===== src/rtl/err_cnt_pkg.sv =====
package err_cnt_pkg;

  typedef enum logic [1:0] {
    SNAP_IDLE = 2'd0,
    SNAP_LOAD = 2'd1,
    SNAP_DONE = 2'd2
  } snap_state_e;

endpackage


===== src/rtl/ecb_sat_cnt.sv =====
module ecb_sat_cnt #(
  parameter int W = 16
) (
  input  logic         clk_i,
  input  logic         rst_ni,
  input  logic         inc_i,
  input  logic         restart_i,
  output logic [W-1:0] cnt_o
);

  localparam logic [W-1:0] MAX = {W{1'b1}};

  logic [W-1:0] cnt_q;

  always_ff @(posedge clk_i or negedge rst_ni) begin
    if (!rst_ni) begin
      cnt_q <= '0;
    end else if (restart_i) begin
      // coincident event opens the new period
      cnt_q <= W'(inc_i);
    end else if (inc_i && (cnt_q != MAX)) begin
      cnt_q <= cnt_q + 1'b1;
    end
  end

  assign cnt_o = cnt_q;

endmodule


===== src/rtl/ecb_split_cnt.sv =====
module ecb_split_cnt #(
  parameter int CNT_W  = 16,
  parameter int MF_W   = 6,
  parameter int COFA_W = 2
) (
  input  logic             clk_i,
  input  logic             rst_ni,
  input  logic             mf_i,
  input  logic             cofa_i,
  input  logic             restart_i,
  output logic [CNT_W-1:0] word_o
);

  logic [MF_W-1:0]   mf_cnt;
  logic [COFA_W-1:0] cofa_cnt;

  ecb_sat_cnt #(.W(MF_W)) u_mf (
    .clk_i    (clk_i),
    .rst_ni   (rst_ni),
    .inc_i    (mf_i),
    .restart_i(restart_i),
    .cnt_o    (mf_cnt)
  );

  ecb_sat_cnt #(.W(COFA_W)) u_cofa (
    .clk_i    (clk_i),
    .rst_ni   (rst_ni),
    .inc_i    (cofa_i),
    .restart_i(restart_i),
    .cnt_o    (cofa_cnt)
  );

  assign word_o = CNT_W'({cofa_cnt, mf_cnt});

endmodule


===== src/rtl/ecb_snap_ctrl.sv =====
module ecb_snap_ctrl
  import err_cnt_pkg::*;
(
  input  logic clk_i,
  input  logic rst_ni,
  input  logic on_demand_i,
  input  logic sec_tick_i,
  input  logic req_i,
  output logic snap_o,
  output logic busy_o,
  output logic done_o
);

  snap_state_e state_q, state_d;

  always_comb begin
    state_d = state_q;
    unique case (state_q)
      SNAP_IDLE: if (on_demand_i && req_i) state_d = SNAP_LOAD;
      SNAP_LOAD: state_d = SNAP_DONE;
      SNAP_DONE: state_d = SNAP_IDLE;
      default:   state_d = SNAP_IDLE;
    endcase
  end

  always_ff @(posedge clk_i or negedge rst_ni) begin
    if (!rst_ni) state_q <= SNAP_IDLE;
    else         state_q <= state_d;
  end

  assign snap_o = (!on_demand_i && sec_tick_i) || (state_q == SNAP_LOAD);
  assign busy_o = (state_q != SNAP_IDLE);
  assign done_o = (state_q == SNAP_DONE);

endmodule


===== src/rtl/err_cnt_bank.sv =====
module err_cnt_bank #(
  parameter int CNT_W    = 16,
  parameter int NUM_FULL = 5,
  parameter int MF_W     = 6,
  parameter int COFA_W   = 2
) (
  input  logic                           clk_i,
  input  logic                           rst_ni,
  input  logic                           on_demand_i,
  input  logic                           sec_tick_i,
  input  logic                           snap_req_i,
  input  logic [NUM_FULL-1:0]            ev_full_i,
  input  logic                           ev_mf_async_i,
  input  logic                           ev_cofa_i,
  output logic [(NUM_FULL+1)*CNT_W-1:0]  hold_o,
  output logic                           busy_o,
  output logic                           done_o
);

  localparam int NUM_CNT = NUM_FULL + 1;
  localparam int SPLIT_IDX = NUM_FULL;

  logic             snap;
  logic [CNT_W-1:0] cnt_w  [NUM_CNT];
  logic [CNT_W-1:0] hold_q [NUM_CNT];

  ecb_snap_ctrl u_ctrl (
    .clk_i      (clk_i),
    .rst_ni     (rst_ni),
    .on_demand_i(on_demand_i),
    .sec_tick_i (sec_tick_i),
    .req_i      (snap_req_i),
    .snap_o     (snap),
    .busy_o     (busy_o),
    .done_o     (done_o)
  );

  for (genvar k = 0; k < NUM_FULL; k++) begin : g_full
    ecb_sat_cnt #(.W(CNT_W)) u_cnt (
      .clk_i    (clk_i),
      .rst_ni   (rst_ni),
      .inc_i    (ev_full_i[k]),
      .restart_i(snap),
      .cnt_o    (cnt_w[k])
    );
  end

  ecb_split_cnt #(
    .CNT_W (CNT_W),
    .MF_W  (MF_W),
    .COFA_W(COFA_W)
  ) u_split (
    .clk_i    (clk_i),
    .rst_ni   (rst_ni),
    .mf_i     (ev_mf_async_i),
    .cofa_i   (ev_cofa_i),
    .restart_i(snap),
    .word_o   (cnt_w[SPLIT_IDX])
  );

  for (genvar k = 0; k < NUM_CNT; k++) begin : g_hold
    always_ff @(posedge clk_i or negedge rst_ni) begin
      if (!rst_ni)   hold_q[k] <= '0;
      else if (snap) hold_q[k] <= cnt_w[k];
    end
    assign hold_o[k*CNT_W +: CNT_W] = hold_q[k];
  end

endmodule


===== config.mk =====
export PLATFORM = sky130hd
export DESIGN_NAME = err_cnt_bank
export DESIGN_NICKNAME = d
export VERILOG_FILES = /design/src/rtl/err_cnt_pkg.sv /design/src/rtl/ecb_sat_cnt.sv /design/src/rtl/ecb_split_cnt.sv /design/src/rtl/ecb_snap_ctrl.sv /design/src/rtl/err_cnt_bank.sv
export SDC_FILE = /design/constraint.sdc
export NUM_CORES = 1
export LEC_CHECK = 0
export ABC_AREA = 1
export BUFFER_PORTS_ARGS = -buffer_cell sky130_fd_sc_hd__buf_4
export CORE_ASPECT_RATIO = 1.4
export CORE_MARGIN = 2
export CORE_UTILIZATION = 40
export CTS_CLUSTER_DIAMETER = 150
export DETAILED_ROUTE_END_ITERATION = 8
export PLACE_DENSITY = 0.57
export SYNTH_ARGS = -nofsm -noshare
export SYNTH_HDL_FRONTEND = slang
export SYNTH_SLANG_ARGS = --single-unit
export TNS_END_PERCENT = 30

===== constraint.sdc =====
create_clock -name clk_i -period 2 [get_ports clk_i]
set_clock_uncertainty 0.1 [all_clocks]
set_input_delay 0.1 -clock clk_i [delete_from_list [all_inputs] [get_ports clk_i]]
set_output_delay 0.1 -clock clk_i [all_outputs]
set_load 0.01 [all_outputs]

==> impl_metrics.ini, run 1 <==
[run_status]
outcome = finished clean

[clock_tree]
clkTransAtPathRegs_ns = 0.07
clockBufferDepth = 2
cts_tree = yes
root_buffer = clkbuf_16
postCtsSetupBuffers = 0
cts_buffers = 17
clk_latency_ns = 0.45
cts.sinks = 178
cts_max_level = 4

[layout]
regArea_sq_mm = 0.00445
drive_above_1_share_pct = 14.9
multi_input_area_sq_mm = 0.00409
final_util_pct = 49.6
nFillCells = 2319
stdcell_count = 1653
finalNetCount = 1358
synthToLayoutAreaGrowth_pct = 22.0
n_antenna_cell = 0

[die]
io_pins = 110
fp-row-count = 65
die_height_um = 183
dieArea_sq_mm = 0.0240
start_util_pct = 40.6
core_area_sq_mm = 0.0224
die_width_um = 132

[power_and_ir_drop]
p_leak_nw = 5.73
ir_drop_uv = 582
power.density_mw_per_mm2 = 760

[global_route]
grt_max_degree = 58
use_met2_pct = 35.2
grt_use_total_pct = 20.0
grt_pass1_wl_um = 38900
grt_pass1_vias = 7962
use_met1_pct = 24.3
grt_overflow = 0
antenna_found_initial = 0
grt-busiest-layer = met2
gr-usage-met3_pct = 3.69

[routing]
initialDrtViolationCount = 610
vias = 8032
viasPerCell = 4.86
wl_per_cell_um = 13.8
routed_wl_um = 22800
drc = 0
detail-route-antenna-nets = 0
first_pass_iters = 5

[synth]
yosysTopAreaCell = dfrtp_1
yosys_register_bits = 178
synth_edf_count = 0
netlist_instances = 1214
yosysWarningCount = 0
synth_top_area_share_pct = 48.8
netlist_top_cells_count = 491 x nand2_1, 178 x dfrtp_1, 135 x nand3_1, 108 x nor2_1, 86 x inv_1
yosys.cell_count.top_type = nand2_1
ys_seq_area_share_pct = 48.8
avgSynthCellArea_sq_um = 7.51
synthFlopType = dfrtp_1
synth_area_leaders = dfrtp_1 49%, nand2_1 20%, nand3_1 7.4%
synth_cell_types = 29
netlist_area_sq_mm = 0.00912
async_reset_ff_share_pct = 100

[timing]
rsz0062_at_grt = no
fin_tns_setup_ns = 0
fin_crit_sh_pct = 90.3
setup_violations = 0
timing.hold.ws_ns = 0.0554
fin_crit_ns = 1.81
max_freq_ghz = 0.554
finalHoldViolCount = 0
drv_slew = 0

[hold_path]
hold_path_class = input pin to async pin

[critical_path]
r2r_end = g_full[0].u_cnt.cnt_o[12]
reg2reg_from = g_full[0].u_cnt.cnt_o[0]
cp-end-kind = flop
reg2reg_depth = 8
cp.arrival_ns = 2.09
critPathLaunchType = flop
worstSetupPathType = flop to flop
cp_max_fo = 10
reg2reg_setup_slack_ns = 0.19
required_ns = 2.29

[place]
hpwl_um = 16600
port_buffers = 101
place.gp.congestion = 0.893
place_inst = 1611

[job]
maxCapViolCount = 0
==> state kept, by name, summed over array words and instances, names as in the netlist <==
register,cells
hold_o,88
g_full.u_cnt.cnt_o,80
u_ctrl.state_q,2
u_split.u_cofa.cnt_o,2
u_split.u_mf.cnt_o,6
==> routing by layer <==
metal  wire length, um  part of all wire [%]
met3               781                   3.4
met5                 0                     0
met1              9800                    43
met4               428                   1.9
met2             11800                    52
==> stage by stage <==
step                setup slack [ns]  area [sq um]  total power, mW
global placement               0.162         10400             5.11
CTS                            0.154         11100             8.57
detailed placement             0.171         10400             5.12
global route                  0.0309         11100             8.85
finish                         0.195         11100             8.45
floorplan                      0.433          9150             4.60
==> report_power, final <==
group,total (mW),internal (mW),switching (mW),leakage (nW)
combinational,1.09,0.439,0.647,3.01
clock,3.40,1.89,1.52,0.276
sequential,3.96,3.79,0.171,2.44
==> area by class of cell <==
cell class,count,area share [%]
Sequential cell,178,40.0
Inverter,86,2.95
Multi-Input combinational cell,907,36.7
Timing Repair Buffer,149,11.6
Tap cell,301,3.39
Clock inverter,14,1.39
Clock buffer,18,3.95
==> cells by family (layout without fill, tap and decap cells) <==
logic type	after synthesis	after routing	synth area share, %
other	1	8	0.0411
and+or+nand+nor	775	775	35.3
buffers and inverters	136	267	6.79
adders and majority gates	7	7	0.960
AOI/OAI and AO/OA	88	88	5.28
DFF	178	178	48.8
xor gates and xnor gates	29	29	2.78
==> what timing repair did <==
action                     4_1_cts  5_1_grt
resized for setup                0        1
hold buffers                    10        0
setup endpoints to repair        0        3
hold endpoints to repair       216        0
==> how the worst max path moves through the flow <==
stage / startpoint / endpoint / slack [ns]
floorplan: g_full[0].u_cnt.cnt_o[0] / g_full[0].u_cnt.cnt_o[4] / 0.43
detailed placement: g_full[0].u_cnt.cnt_o[0] / g_full[0].u_cnt.cnt_o[6] / 0.17
global route: g_full[4].u_cnt.cnt_o[1] / g_full[4].u_cnt.cnt_o[6] / 0.03
CTS: g_full[0].u_cnt.cnt_o[0] / g_full[0].u_cnt.cnt_o[6] / 0.15
finish: g_full[0].u_cnt.cnt_o[0] / g_full[0].u_cnt.cnt_o[12] / 0.19
global placement: g_full[0].u_cnt.cnt_o[0] / g_full[0].u_cnt.cnt_o[13] / 0.16
==> layout by cell type (no fill, tap or decap), types with 4 or more instances in the layout <==
cell / Yosys / routed
nand4_1: 15 / 15
nor2_4: 6 / 6
clkinvlp_4: 0 / 5
buf_12: 0 / 11
nand2_1: 491 / 490
buf_4: 12 / 127
nor2_2: 6 / 7
ha_1: 7 / 7
or2_2: 5 / 5
inv_1: 86 / 85
inv_6: 0 / 4
dfrtp_1: 178 / 178
conb_1: 1 / 8
clkbuf_16: 0 / 17
xnor2_1: 9 / 9
xor2_1: 20 / 20
nor2_1: 108 / 107
a21oi_1: 11 / 11
nand3_1: 135 / 135
nand2_2: 4 / 4
dlygate4sd3_1: 0 / 10
o21ai_0: 68 / 68
==> worst max-delay path, cell delays in order, from the launching register on <==
cell	delay, ns
dfrtp_1	0.44
ha_1	0.23
nand2_1	0.11
nor2_4	0.16
nand2_2	0.09
o21ai_2	0.23
buf_4	0.23
nand3_1	0.09
nand2_1	0.07
Note: power is estimated with default switching activity, not from simulation.
==> run 2: changes to the inputs <==
--- a/config.mk
+++ b/config.mk
@@ -15,5 +15,6 @@
 export PLACE_DENSITY = 0.57
 export SYNTH_ARGS = -nofsm -noshare
 export SYNTH_HDL_FRONTEND = slang
+export SYNTH_HIERARCHICAL = 1
 export SYNTH_SLANG_ARGS = --single-unit
 export TNS_END_PERCENT = 30
==> run 2 against run 1 <==
  * Non-clock buffer count decreased by 8
  * Critical endpoint is now g_full[3].u_cnt/cnt_o[10]
  * Setup slack got worse by 0.041 ns
  * Power increased by 2.0%
  * Sequential share of layout area increased by 1.4 points
  * Area after synthesis increased by 2.9%
  * First-iteration DRC count decreased by 45%
  * Die area increased by 2.8%
  * Maximum frequency decreased by 2.2%
  * Global-route usage decreased by 1.0 points
  * Final area increased by 1.1%
==> impl_metrics.ini, run 2 <==
[run_status]
outcome = finished clean

[die]
dieArea_sq_mm = 0.0247
fp-row-count = 66
die_width_um = 133
die_height_um = 185
core_area_sq_mm = 0.0231
io_pins = 110
start_util_pct = 40.6

[routing]
wl_per_cell_um = 13.2
routed_wl_um = 22100
first_pass_iters = 6
drc = 0
initialDrtViolationCount = 335
viasPerCell = 4.76
detail-route-antenna-nets = 0
vias = 7984

[synth]
avgSynthCellArea_sq_um = 7.60
yosysTopAreaCell = dfrtp_1
yosys_register_bits = 186
synth_mux_area_share_pct = 0
synth_compound_area_share_pct = 4.42
netlist_top_cells_count = 571 x nand2_1, 186 x dfrtp_1, 108 x nor2_1, 77 x nand3_1, 69 x inv_1
synth_simple_gate_area_share_pct = 37.0
synth_top_area_share_pct = 49.6
yosysWarningCount = 6
synth-xor-area-share_pct = 1.40
synth_area_leaders = dfrtp_1 50%, nand2_1 23%, nor2_1 4.3%
synth_fa_ha_area_share_pct = 0.933
synthFlopType = dfrtp_1
synth_edf_count = 0
ys_seq_area_share_pct = 49.6
yosys.cell_count.top_type = nand2_1
netlist_instances = 1236
netlist_area_sq_mm = 0.00939
synth_top_family_by_area = simple AND/OR/NAND/NOR gates
async_reset_ff_share_pct = 100
synth_cell_types = 30

[place]
place_area_sq_mm = 0.0106
place.gp.congestion = 0.881
port_buffers = 109
dp_slack_ns = -0.102
hpwl_um = 15400

[critical_path]
path_cells = ha_1 > nand2_1 > nor2_4 > nand2_2 > nor2_2 > nor2_2 > nand4_1 > nand2_1
crit_start = g_full[3].u_cnt/cnt_o[0]
crit_family = simple AND/OR/NAND/NOR gates
reg2reg_from = g_full[3].u_cnt/cnt_o[0]
path_buf_inv = 0
r2r_end = g_full[3].u_cnt/cnt_o[10]
critPathLaunchType = flop
cp.arrival_ns = 2.12
cp_max_fo = 12
crit_slowest_cell = nor2_2
required_ns = 2.27
cp-end-kind = flop
reg2reg_depth = 8
max_stage_delay_ns = 0.43
reg2reg_setup_slack_ns = 0.15
worstSetupPathType = flop to flop

[global_route]
use_met2_pct = 34.5
grt_max_degree = 53
grt-busiest-layer = met2
use_met1_pct = 21.9
grt_overflow = 0
grt_pass1_wl_um = 38000
grt_use_total_pct = 19.0
antenna_found_initial = 0
grt_pass1_vias = 7996
gr-usage-met3_pct = 3.94

[timing]
layout_setup_ws_ns = 0.154
finalHoldViolCount = 0
rsz0062_at_grt = no
fin_crit_ns = 1.85
relSlewSlack_pct = 63.3
timing.hold.ws_ns = 0.0785
drv_slew = 0
fin_tns_setup_ns = 0
fin_crit_sh_pct = 92.3
max_freq_ghz = 0.542
setup_violations = 0
tightest_slew_ns = 0.550

[hold_path]
hold_path_class = input pin to async pin

[layout]
final_common_cell = nand2_1
n_antenna_cell = 0
largest_reg_flops = 96
mostFrequentLayoutCells = 570 x nand2_1, 186 x dfrtp_1, 123 x buf_4
finalNetCount = 1378
nFillCells = 2316
final_cell_area_sq_mm = 0.0112
final_util_pct = 48.6
synthToLayoutAreaGrowth_pct = 19.8
drive_above_1_share_pct = 15.8

[clock_tree]
cts_max_level = 4
cts_buffers = 17
clk_latency_ns = 0.44
cts_tree = yes
clkTransAtPathRegs_ns = 0.07
root_buffer = clkbuf_16
cts.sinks = 186
clockBufferDepth = 2

[job]
maxCapViolCount = 0

[power_and_ir_drop]
p_leak_nw = 5.81
ir_drop_uv = 635
power.density_mw_per_mm2 = 767
==> run 2: cell types whose count changed in the layout (fill, tap and decap cells not counted), sizes merged, moves of 12 or more <==
cell / delta
o21bai: +15
nand2: +87
nand3: -58
xor2: -20
nand4: +18
o21ai: -51
a21oi: +12
==> run 2: what timing repair did <==
action,CTS,global route
endpoints found under the setup margin,47,0
gates resized for setup,4,0
setup buffers,0,0
hold endpoints to repair,205,0
hold buffers,10,0
==> run 2: cell type report <==
class	count	area (sq um)	share of cell area (%)
clock buffers	18	429	3.82
multi-input cells	928	4160	37.0
flip-flops and latches	186	4650	41.4
clock inverters	14	124	1.10
inverters	85	322	2.86
repair buffers	141	1180	10.5
well taps	306	383	3.40
==> run 2: per-stage QoR <==
step / instances / power [mW]
6_report: 1678 / 8.62
3_3_place_gp: 1636 / 5.45
3_5_place_dp: 1636 / 5.47
2_1_floorplan: 1243 / 4.93
4_1_cts: 1678 / 8.77
5_1_grt: 1678 / 9.10
==> run 2: routing by layer <==
| layer | up-vias | part of all wire, % |
|---|---|---|
| li1 | 4092 | - |
| met1 | 3734 | 43 |
| met2 | 130 | 51 |
| met3 | 28 | 3.7 |
| met4 | 0 | 2.0 |
| met5 | - | 0 |
==> run 2: kinds of logic after synthesis <==
family / after synthesis
buf+inv: 129
other cells: 1
xor+xnor: 15
flops: 186
fa+ha+maj: 7
simple gates: 831
compound gates: 67
==> run 2: worst max-delay path by stage <==
stage / to / slack, ns / cells after the start
floorplan: hold_o[10] / 0.25 / 9
global placement: g_full[4].u_cnt/cnt_o[9] / -0.06 / 8
detailed placement: g_full[3].u_cnt/cnt_o[8] / -0.10 / 8
CTS: g_full[3].u_cnt/cnt_o[9] / 0.14 / 8
global route: g_full[2].u_cnt/cnt_o[8] / 0.002 / 8
finish: g_full[3].u_cnt/cnt_o[10] / 0.15 / 8
==> run 2: report_power, final <==
part           switching, mW  internal (mW)
Sequential             0.215           4.01
Clock                   1.52           1.72
Combinational          0.696          0.471
==> run 3: changes to the inputs <==
--- a/config.mk
+++ b/config.mk
@@ -7,12 +7,14 @@
 export LEC_CHECK = 0
 export ABC_AREA = 1
 export BUFFER_PORTS_ARGS = -buffer_cell sky130_fd_sc_hd__buf_4
+export CELL_PAD_IN_SITES_DETAIL_PLACEMENT = 1
+export CELL_PAD_IN_SITES_GLOBAL_PLACEMENT = 2
 export CORE_ASPECT_RATIO = 1.4
 export CORE_MARGIN = 2
-export CORE_UTILIZATION = 40
+export CORE_UTILIZATION = 34
 export CTS_CLUSTER_DIAMETER = 150
 export DETAILED_ROUTE_END_ITERATION = 8
-export PLACE_DENSITY = 0.57
+export PLACE_DENSITY = 0.79
 export SYNTH_ARGS = -nofsm -noshare
 export SYNTH_HDL_FRONTEND = slang
 export SYNTH_HIERARCHICAL = 1
==> run 3 against run 2 <==
  * Cell count increased by 5.2%
  * Critical endpoint is now g_full[1].u_cnt/cnt_o[9]
  * Register-to-register slack about the same
  * Largest cell class unchanged
  * First-iteration DRC count decreased by 17%
  * Sequential power about the same
  * Combinational power increased by 9%
  * Setup slack got worse by 0.0017 ns
  * Core utilization decreased by 6.4 points
  * Maximum frequency about the same
  * Die area increased by 17%
  * Global-route usage decreased by 0.12 points
==> impl_metrics.ini, run 3 (same netlist as run 2, synthesis figures left out) <==
[layout]
n_antenna_cell = 0
final_common_cell = nand2_1
multi_input_area_sq_mm = 0.00417
synthToLayoutAreaGrowth_pct = 23.1
regArea_sq_mm = 0.00465
mostFrequentLayoutCells = 570 x nand2_1, 186 x dfrtp_1, 147 x buf_4
final_util_pct = 42.2
finalNetCount = 1401
final_cell_area_sq_mm = 0.0116
nFillCells = 3432
largest_reg_flops = 96
drive_above_1_share_pct = 17.3

[hold_path]
hold_path_class = input pin to async pin

[timing]
rsz0062_at_grt = no
fin_crit_ns = 1.85
finalHoldViolCount = 0
max_freq_ghz = 0.541
fin_crit_sh_pct = 92.4
setup_violations = 0
tightest_slew_ns = 0.532
relSlewSlack_pct = 64.5
drv_slew = 0
timing.hold.ws_ns = 0.0881

[die]
io_pins = 110
die_height_um = 201
start_util_pct = 34.3
die_width_um = 144
core_area_sq_mm = 0.0274
dieArea_sq_mm = 0.0290
fp-row-count = 72

[place]
port_buffers = 109
place.gp.congestion = 0.818
hpwl_um = 18700
place_area_sq_mm = 0.0108

[global_route]
grt_pass1_wl_um = 43600
antenna_found_initial = 0
grt_use_total_pct = 18.8
grt_overflow = 0
grt_max_degree = 50
grt_pass1_vias = 8833

[critical_path]
cp_max_fo = 12
cp.arrival_ns = 2.13
worstSetupPathType = flop to flop
path_cells = ha_1 > nand2_1 > nor2_4 > nand2_2 > nor2_2 > nor2_2 > nand4_1 > nand2_1
reg2reg_from = g_full[1].u_cnt/cnt_o[0]
reg2reg_setup_slack_ns = 0.15
crit_slowest_cell = dfrtp_1
critPathLaunchType = flop
required_ns = 2.28
crit_start = g_full[1].u_cnt/cnt_o[0]
cp-end-kind = flop
max_stage_delay_ns = 0.43

[clock_tree]
clkTransAtPathRegs_ns = 0.07
postCtsSetupBuffers = 0
cts_tree = yes
cts.sinks = 186
root_buffer = clkbuf_16
cts_max_level = 4
clk_latency_ns = 0.45
cts_buffers = 17
clockBufferDepth = 2

[routing]
vias = 8366
detail-route-antenna-nets = 0
drc = 0
initialDrtViolationCount = 279
wl_per_cell_um = 14.7
first_pass_iters = 4
viasPerCell = 4.74
routed_wl_um = 25900

[job]
maxCapViolCount = 0

[power_and_ir_drop]
ir_drop_uv = 619
power.density_mw_per_mm2 = 786
p_leak_nw = 5.95

[run_status]
outcome = finished clean
[run 3: per-layer routing]
metal	GRT usage [%]	vias up	share of wire [%]	wire, um
met1	21.7	4077	43	11100
met5	0	-	0	0
met2	34.3	105	52	13400
met4	6.66	0	2.1	539
li1	-	4150	-	-
met3	3.48	34	3.3	859
[run 3: cell type report]
| type | count | share of cell area [%] |
|---|---|---|
| flip-flops and latches | 186 | 40.3 |
| multi-input cells | 928 | 36.1 |
| repair buffers | 164 | 11.5 |
| well taps | 370 | 4.01 |
| clock buffers | 19 | 3.92 |
| inverters | 85 | 2.80 |
| clock inverters | 13 | 1.43 |
[run 3: path summary, 6_finish.rpt]
path,endpoint,cells past startpoint
max in group asynchronous,g_full[3].u_cnt/cnt_o[8],3
setup reg to reg,g_full[1].u_cnt/cnt_o[9],8
hold / removal,hold_o[92],2
hold reg to reg,hold_o[94],2
setup / recovery,g_full[1].u_cnt/cnt_o[9],8
min in group clk_i,hold_o[51],5
[run 3: through the flow]
stage | setup TNS, ns | total power [mW] | instances | worst slack [ns]
6_report | 0 | 9.08 | 1765 | 0.152
5_1_grt | 0 | 9.53 | 1765 | 0.00717
4_1_cts | 0 | 9.24 | 1765 | 0.118
3_5_place_dp | -2.51 | 5.55 | 1723 | -0.134
3_3_place_gp | -1.35 | 5.52 | 1723 | -0.0665
2_1_floorplan | 0 | 4.93 | 1243 | 0.246
[run 3: what timing repair did]
item,in CTS,in global routing
cloned,0,0
hold buffers,10,0
endpoints found under the setup margin,47,11
gates resized for setup,5,4
endpoints found under the hold margin,205,0
[run 3: where the power goes]
| group | leakage, nW | internal, mW | switching, mW |
|---|---|---|---|
| registers | 2.53 | 4.00 | 0.191 |
| logic | 3.13 | 0.510 | 0.762 |
| clock network | 0.293 | 2.05 | 1.57 |
[run 3: critical path: cells and delay by family (launching register included)]
family,cells,cell delay [ns]
adders and majority gates,1,0.23
DFF,1,0.43
and+or+nand+nor,7,1.03
